--- config.mk ---
export PLATFORM = sky130hd
export DESIGN_NAME = hline_timing_gen
export DESIGN_NICKNAME = d
export VERILOG_FILES = /design/src/rtl/htg_pkg.sv /design/src/rtl/htg_regs.sv /design/src/rtl/htg_hcount.sv /design/src/rtl/htg_field.sv /design/src/rtl/hline_timing_gen.sv
export SDC_FILE = /design/constraint.sdc
export NUM_CORES = 1
export LEC_CHECK = 0
export BUFFER_PORTS_ARGS = -buffer_cell sky130_fd_sc_hd__buf_2
export CORE_ASPECT_RATIO = 1.1
export CORE_MARGIN = 1.5
export CORE_UTILIZATION = 50
export CTS_CLUSTER_DIAMETER = 200
export DETAILED_ROUTE_END_ITERATION = 6
export PLACE_DENSITY = 0.68
export SLEW_MARGIN = 20
export SYNTH_ARGS = -nofsm -noshare
export SYNTH_HDL_FRONTEND = slang
export SYNTH_SLANG_ARGS = --single-unit
--- constraint.sdc ---
create_clock -name clk -period 3.66 [get_ports clk]
set_clock_uncertainty 0.2 [all_clocks]
set_input_delay 0.183 -clock clk [delete_from_list [all_inputs] [get_ports clk]]
set_output_delay 0.183 -clock clk [all_outputs]
set_load 0.02 [all_outputs]
--- src/rtl/htg_pkg.sv ---
package htg_pkg;
    localparam int TW = 16;
    localparam int CW = 6;
    localparam int AW = 3;

    typedef logic [TW-1:0] cnt_t;
    typedef logic [CW-1:0] code_t;

    localparam code_t CUSTOM_CODE = code_t'(62);

    localparam logic [AW-1:0] ADDR_CTRL = 3'd0;
    localparam logic [AW-1:0] ADDR_HSTD = 3'd1;
    localparam logic [AW-1:0] ADDR_LINE = 3'd2;
    localparam logic [AW-1:0] ADDR_HSW  = 3'd3;
    localparam logic [AW-1:0] ADDR_SAV  = 3'd4;
    localparam logic [AW-1:0] ADDR_EAV  = 3'd5;

    typedef struct packed {
        cnt_t line_len;
        cnt_t hs_len;
        cnt_t sav_pos;
        cnt_t eav_pos;
    } htiming_t;

    function automatic htiming_t builtin_timing(input code_t code);
        htiming_t t;
        case (code)
            code_t'(1): t = '{line_len: cnt_t'(48), hs_len: cnt_t'(6),
                              sav_pos: cnt_t'(12), eav_pos: cnt_t'(44)};
            default:    t = '{line_len: cnt_t'(32), hs_len: cnt_t'(4),
                              sav_pos: cnt_t'(8),  eav_pos: cnt_t'(28)};
        endcase
        return t;
    endfunction
endpackage

--- src/rtl/htg_regs.sv ---
module htg_regs
    import htg_pkg::*;
(
    input  logic          clk,
    input  logic          rst,
    input  logic [AW-1:0] addr,
    input  cnt_t          wdata,
    input  logic          we,
    input  code_t         pins,
    output cnt_t          rdata,
    output htiming_t      timing_o,
    output logic          stretch_o
);
    logic     host_sel_q;
    logic     stretch_q;
    code_t    host_std_q;
    htiming_t cust_q;
    code_t    eff_code;
    logic     is_custom;
    cnt_t     rd_mux;

    always_comb begin
        eff_code  = host_sel_q ? host_std_q : pins;
        is_custom = (eff_code == CUSTOM_CODE);
        timing_o  = is_custom ? cust_q : builtin_timing(eff_code);
    end

    always_comb begin
        case (addr)
            ADDR_CTRL: rd_mux = {{(TW-2){1'b0}}, stretch_q, host_sel_q};
            ADDR_HSTD: rd_mux = {{(TW-CW){1'b0}}, host_std_q};
            ADDR_LINE: rd_mux = timing_o.line_len;
            ADDR_HSW:  rd_mux = timing_o.hs_len;
            ADDR_SAV:  rd_mux = timing_o.sav_pos;
            ADDR_EAV:  rd_mux = timing_o.eav_pos;
            default:   rd_mux = '0;
        endcase
    end

    always_ff @(posedge clk) begin
        if (rst) begin
            host_sel_q <= 1'b0;
            stretch_q  <= 1'b0;
            host_std_q <= '0;
            cust_q     <= builtin_timing('0);
            rdata      <= '0;
        end else begin
            rdata <= rd_mux;
            if (we) begin
                case (addr)
                    ADDR_CTRL: begin
                        host_sel_q <= wdata[0];
                        stretch_q  <= wdata[1];
                    end
                    ADDR_HSTD: host_std_q <= wdata[CW-1:0];
                    ADDR_LINE: if (is_custom) cust_q.line_len <= wdata;
                    ADDR_HSW:  if (is_custom) cust_q.hs_len   <= wdata;
                    ADDR_SAV:  if (is_custom) cust_q.sav_pos  <= wdata;
                    ADDR_EAV:  if (is_custom) cust_q.eav_pos  <= wdata;
                    default: ;
                endcase
            end
        end
    end

    assign stretch_o = stretch_q;
endmodule

--- src/rtl/htg_hcount.sv ---
module htg_hcount
    import htg_pkg::*;
(
    input  logic     clk,
    input  logic     rst,
    input  htiming_t next_timing,
    output cnt_t     hcnt,
    output htiming_t cur,
    output logic     line_end,
    output logic     hsync,
    output logic     active,
    output logic     sav_stb,
    output logic     eav_stb,
    output logic     line_start
);
    always_comb begin
        line_end   = (hcnt + cnt_t'(1) >= cur.line_len);
        hsync      = (hcnt < cur.hs_len);
        active     = (hcnt >= cur.sav_pos) && (hcnt < cur.eav_pos);
        sav_stb    = (hcnt == cur.sav_pos);
        eav_stb    = (hcnt == cur.eav_pos);
        line_start = (hcnt == '0);
    end

    always_ff @(posedge clk) begin
        if (rst) begin
            hcnt <= '0;
            cur  <= builtin_timing('0);
        end else if (line_end) begin
            hcnt <= '0;
            cur  <= next_timing;
        end else begin
            hcnt <= hcnt + cnt_t'(1);
        end
    end
endmodule

--- src/rtl/htg_field.sv ---
module htg_field #(
    parameter int LINES_PER_FIELD = 4
) (
    input  logic clk,
    input  logic rst,
    input  logic line_end,
    input  logic stretch,
    output logic field_id
);
    localparam int LW = (LINES_PER_FIELD > 2) ? $clog2(LINES_PER_FIELD) : 1;
    localparam logic [LW-1:0] LAST_LINE = LW'(LINES_PER_FIELD - 1);

    logic [LW-1:0] vcnt;
    logic          odd_field;

    always_ff @(posedge clk) begin
        if (rst) begin
            vcnt      <= '0;
            odd_field <= 1'b0;
        end else if (line_end) begin
            if (vcnt == LAST_LINE) begin
                vcnt      <= '0;
                odd_field <= ~odd_field;
            end else begin
                vcnt <= vcnt + LW'(1);
            end
        end
    end

    assign field_id = !odd_field && (stretch || (vcnt == '0));
endmodule

--- src/rtl/hline_timing_gen.sv ---
module hline_timing_gen
    import htg_pkg::*;
#(
    parameter int LINES_PER_FIELD = 4
) (
    input  logic        clk,
    input  logic        rst,
    input  logic [2:0]  reg_addr,
    input  logic [15:0] reg_wdata,
    input  logic        reg_we,
    output logic [15:0] reg_rdata,
    input  logic [5:0]  std_pins,
    output logic        hsync,
    output logic        active,
    output logic        sav_stb,
    output logic        eav_stb,
    output logic        line_start,
    output logic        field_id
);
    htiming_t next_t;
    htiming_t cur_t;
    cnt_t     hcnt;
    cnt_t     cur_len;
    logic     line_end;
    logic     stretch;

    htg_regs u_regs (
        .clk(clk), .rst(rst), .addr(reg_addr), .wdata(reg_wdata), .we(reg_we),
        .pins(std_pins), .rdata(reg_rdata), .timing_o(next_t), .stretch_o(stretch)
    );

    htg_hcount u_hcount (
        .clk(clk), .rst(rst), .next_timing(next_t), .hcnt(hcnt), .cur(cur_t),
        .line_end(line_end), .hsync(hsync), .active(active), .sav_stb(sav_stb),
        .eav_stb(eav_stb), .line_start(line_start)
    );

    htg_field #(.LINES_PER_FIELD(LINES_PER_FIELD)) u_field (
        .clk(clk), .rst(rst), .line_end(line_end), .stretch(stretch),
        .field_id(field_id)
    );

    assign cur_len = cur_t.line_len;
endmodule

==> flow_results.org <==
** Route
- Antenna-violating nets left :: 0
- Drt first-iter violations :: 577
- DRC violations left :: 0
- Wire length after detailed routing :: 21.8 mm
- Using the TritonRoute via totals, the vias-per-cell ratio works out to 5.64.
- Average wire per standard cell :: 17.1 um
- Number of vias in the routed layout :: 7,163
- Number of iterations in the first detailed-routing pass :: 7

** Setup path
- Type of element launching the critical path :: register
- Worst-path cell chain :: ha_1 > nand4_1 > nor2_2 > nand3_1 > xnor2_1 > ha_1 > nand4_1 > a211oi_1 > a211oi_2 > o21a_2 > buf_4 > nor4_1 > buf_4 > nor2_1
- STA classifies the critical path endpoint as a register.
- Arrival time of the worst setup path :: 3.50 ns
- Among all stages on the critical path, the largest delay is contributed by sky130_fd_sc_hd__dfxtp_1.
- Largest fanout on the critical path :: 7
- Worst setup path category :: reg2reg
- On the worst path, the slowest cell contributes a delay of 0.44 ns.
- Data on the critical path is required at its endpoint by 3.78 ns.

** STA
- Slew @ Worst Pin :: 0.894 ns
- Highest clock rate :: 296 MHz
- Setup violations remaining at the end of the flow were counted as 0.
- Worst relative slew slack :: 40.4%
- Unrepaired setup endpoints after global routing :: no
- Final period utilization :: 92.2%
- Final Hold Vio Count :: 0
- The number of pins exceeding their max-slew limit in the final report came to 0.
- Final total negative setup slack :: 0 ns
- The routed design could run at a clock period as short as 3.37 ns.

** Clock network
- CTS placed an instance of sky130_fd_sc_hd__clkbuf_16 at the clock tree root.
- Clock-pin slew was measured on the worst setup and hold paths at 0.07 ns.
- Clock tree synthesis inserted a total of 17 buffers.
- TritonCTS clock tree :: done
- CTS built an H-tree with a depth of 4.
- Clock insertion delay at the later pin of the skew report :: 0.43 ns
- Number of buffers on the longest clock path :: 2
- TritonCTS sink count :: 171

** Global route
- Vias in the first global route :: 6,779
- Entering global routing, the biggest net connects 89 pins.
- Overall routing resource usage :: 25.4%
- Global routing finished with a remaining overflow of 0.
- The first global-routing pass estimated 35.6 mm of wire.
- The initial antenna violation count was 0.

** Layout
- The multi-input combinational cells in the finished layout cover a total of 0.00445 mm^2.
- Most common library cell in the layout ignoring fill and taps :: sky130_fd_sc_hd__dfxtp_1
- Count of nets after finishing :: 1,149
- The repair_antennas step left the layout with diodes totalling 0.
- After the flow finishes, the layout carries non-filler instances totaling 1,271.
- Final standard cell area without fillers :: 0.00963 mm^2
- Cells with a size suffix above 1 make up 11.7% of the layout.
- Compared with the post-synthesis result, the final layout area differs by 14.7%.
- Most frequent cells in the layout :: sky130_fd_sc_hd__dfxtp_1, sky130_fd_sc_hd__nand2_1, sky130_fd_sc_hd__a21oi_1, sky130_fd_sc_hd__inv_1, sky130_fd_sc_hd__nor2_1
- Final-layout fill cell count :: 1,469
- Registers take 0.00342 mm^2.
- Final design utilization :: 58.9%

** Floorplan
- Die ar. :: 0.0176 mm^2
- Width of the die :: 127 um
- Area of the core :: 0.0164 mm^2
- In this run the core area contains 49 standard-cell rows.
- Total I/O pin count :: 50
- The initial utilization of the core area, before any placement, comes to 51.3%.
- The floorplan step set the die height to 139 um.

** Pwr
- Power density over the cells :: 404 mW/mm^2
- Tot Pwr :: 3.89 mW
- Across the VDD grid, the largest voltage drop is 0.000285 V.
- Leak :: 3.94 nW

** Place
- Post-DP HPWL :: 15.3 mm
- The congestion estimate from routability-driven global placement came to 0.865.
- After detailed placement, the total cell area comes to 0.00885 mm^2.
- IO buf count :: 49
- Placed cell count :: 1,222

** Synth
- Of the synthesized area, sequential elements account for 40.7%.
- Of all cell types, the one taking the most synthesized area is sky130_fd_sc_hd__dfxtp_1.
- Most area-consuming cells after synthesis :: sky130_fd_sc_hd__dfxtp_1, sky130_fd_sc_hd__ha_1, sky130_fd_sc_hd__a21oi_1, sky130_fd_sc_hd__mux2i_1, sky130_fd_sc_hd__nand2_1
- Synthesis Warnings :: 0
- Post-synthesis register bit count :: 171
- In this run the cell area of the synthesized design comes to 0.00840 mm^2.
- Fraction of synthesis flops using an asynchronous set or reset pin :: 0%
- Distinct cell type count after synthesis :: 54
- Leading register cell type out of synthesis :: sky130_fd_sc_hd__dfxtp_1
- Counting flops with a built-in enable in the synthesized netlist gives 0.
- The top cell type by area accounts for 40.7% of the synthesized area.
- The number of nets in the synthesized netlist is 1,096.
- Mapped Cells :: 1,001
- Dividing the synthesized area by the synthesized cell count gives 8.39 um^2.

** Worst hold path
- The path class of the tightest hold or removal check is in2reg.

** Run status
- The run finished with clean final reports.

** Run
- Maximum Capacitance Violations :: 0
metal layers:
| layer | vias up | track usage [%] | routed length, um |
|---|---|---|---|
| met4 | 0 | 7.26 | 376 |
| li1 | 3570 | - | - |
| met1 | 3368 | 36.7 | 10600 |
| met2 | 197 | 39.1 | 9810 |
| met5 | - | 0 | 0 |
| met3 | 28 | 4.24 | 1030 |
critical path, delay by kind of cell (launching register included):
| kind | cells | cell delay [ns] |
|---|---|---|
| AND/OR/NAND/NOR | 6 | 0.93 |
| AO/OA/AOI/OAI | 3 | 0.60 |
| adder cells (fa/ha/maj) | 2 | 0.57 |
| flip-flops | 1 | 0.44 |
| buffers and inverters | 2 | 0.36 |
| XOR/XNOR | 1 | 0.16 |
cell type report:
cell class	instances	area share [%]
Multi-Input combinational cell	698	46.2
Sequential cell	171	35.5
Timing Repair Buffer	92	6.53
Clock buffer	19	4.70
Inverter	74	2.88
Tap cell	204	2.65
Clock inverter	13	1.48
metrics by stage:
| step | hold WS, ns | setup slack (ns) |
|---|---|---|
| after global routing | 0.0512 | 0.00631 |
| after floorplan | 0.104 | 0.656 |
| after CTS | 0.0208 | 0.0872 |
| after global placement | 0.238 | 0.209 |
| after detailed placement | 0.246 | 0.105 |
| final | 0.0399 | 0.286 |
cell usage after synthesis, drive strengths merged, types with 7 or more instances:
cell	count
a211oi	15
a21o	7
a21oi	121
a22oi	15
and3	8
buf	29
clkbuf	29
dfxtp	171
ha	67
inv	73
mux2i	51
nand2	132
nand3	72
nand4	16
nor2	76
nor2b	19
nor3	14
nor4	9
o21ai	15
xnor2	9
power breakdown:
| group | total (mW) | internal (mW) | switching (mW) |
|---|---|---|---|
| clock network | 1.83 | 1.01 | 0.820 |
| registers | 1.87 | 1.87 | 0.00768 |
| logic | 0.188 | 0.0682 | 0.120 |
path summary, 6_finish.rpt:
check                           slack, ns              from  cells after the start                to
worst max register to register       0.29  u_hcount.hcnt[1]                     14  u_hcount.cur[34]
worst max-delay path                 0.29  u_hcount.hcnt[1]                     14  u_hcount.cur[34]
worst min-delay path                 0.04       reg_addr[1]                      3   u_regs.rdata[3]
worst min register to register       0.25  u_hcount.cur[49]                      2  u_hcount.cur[49]
repair_timing:
action / CTS / global route
hold buffers: 17 / 0
setup endpoints to repair: 0 / 59
hold endpoints to repair: 72 / 0
resized for setup: 0 / 5
setup buffers: 0 / 0
kinds of logic after synthesis:
logic type                 after synthesis  share of synthesized area [%]
and+or+nand+nor                        360                           20.2
AOI/OAI and AO/OA                      205                           14.9
DFF                                    171                           40.7
buffers and inverters                  132                           6.57
adders and majority gates               67                           9.98
muxes                                   52                           6.21
xor gates and xnor gates                14                           1.46
sequential cells by signal, indices dropped and copies added, names as in the netlist:
register           cells
u_regs.rdata          16
u_hcount.hcnt         16
u_regs.cust_q         64
u_regs.host_sel_q      1
u_regs.stretch_o       1
u_hcount.cur          64
u_field.vcnt           2
u_field.odd_field      1
u_regs.host_std_q      6
No activity file was read; power rests on OpenSTA's default activity.
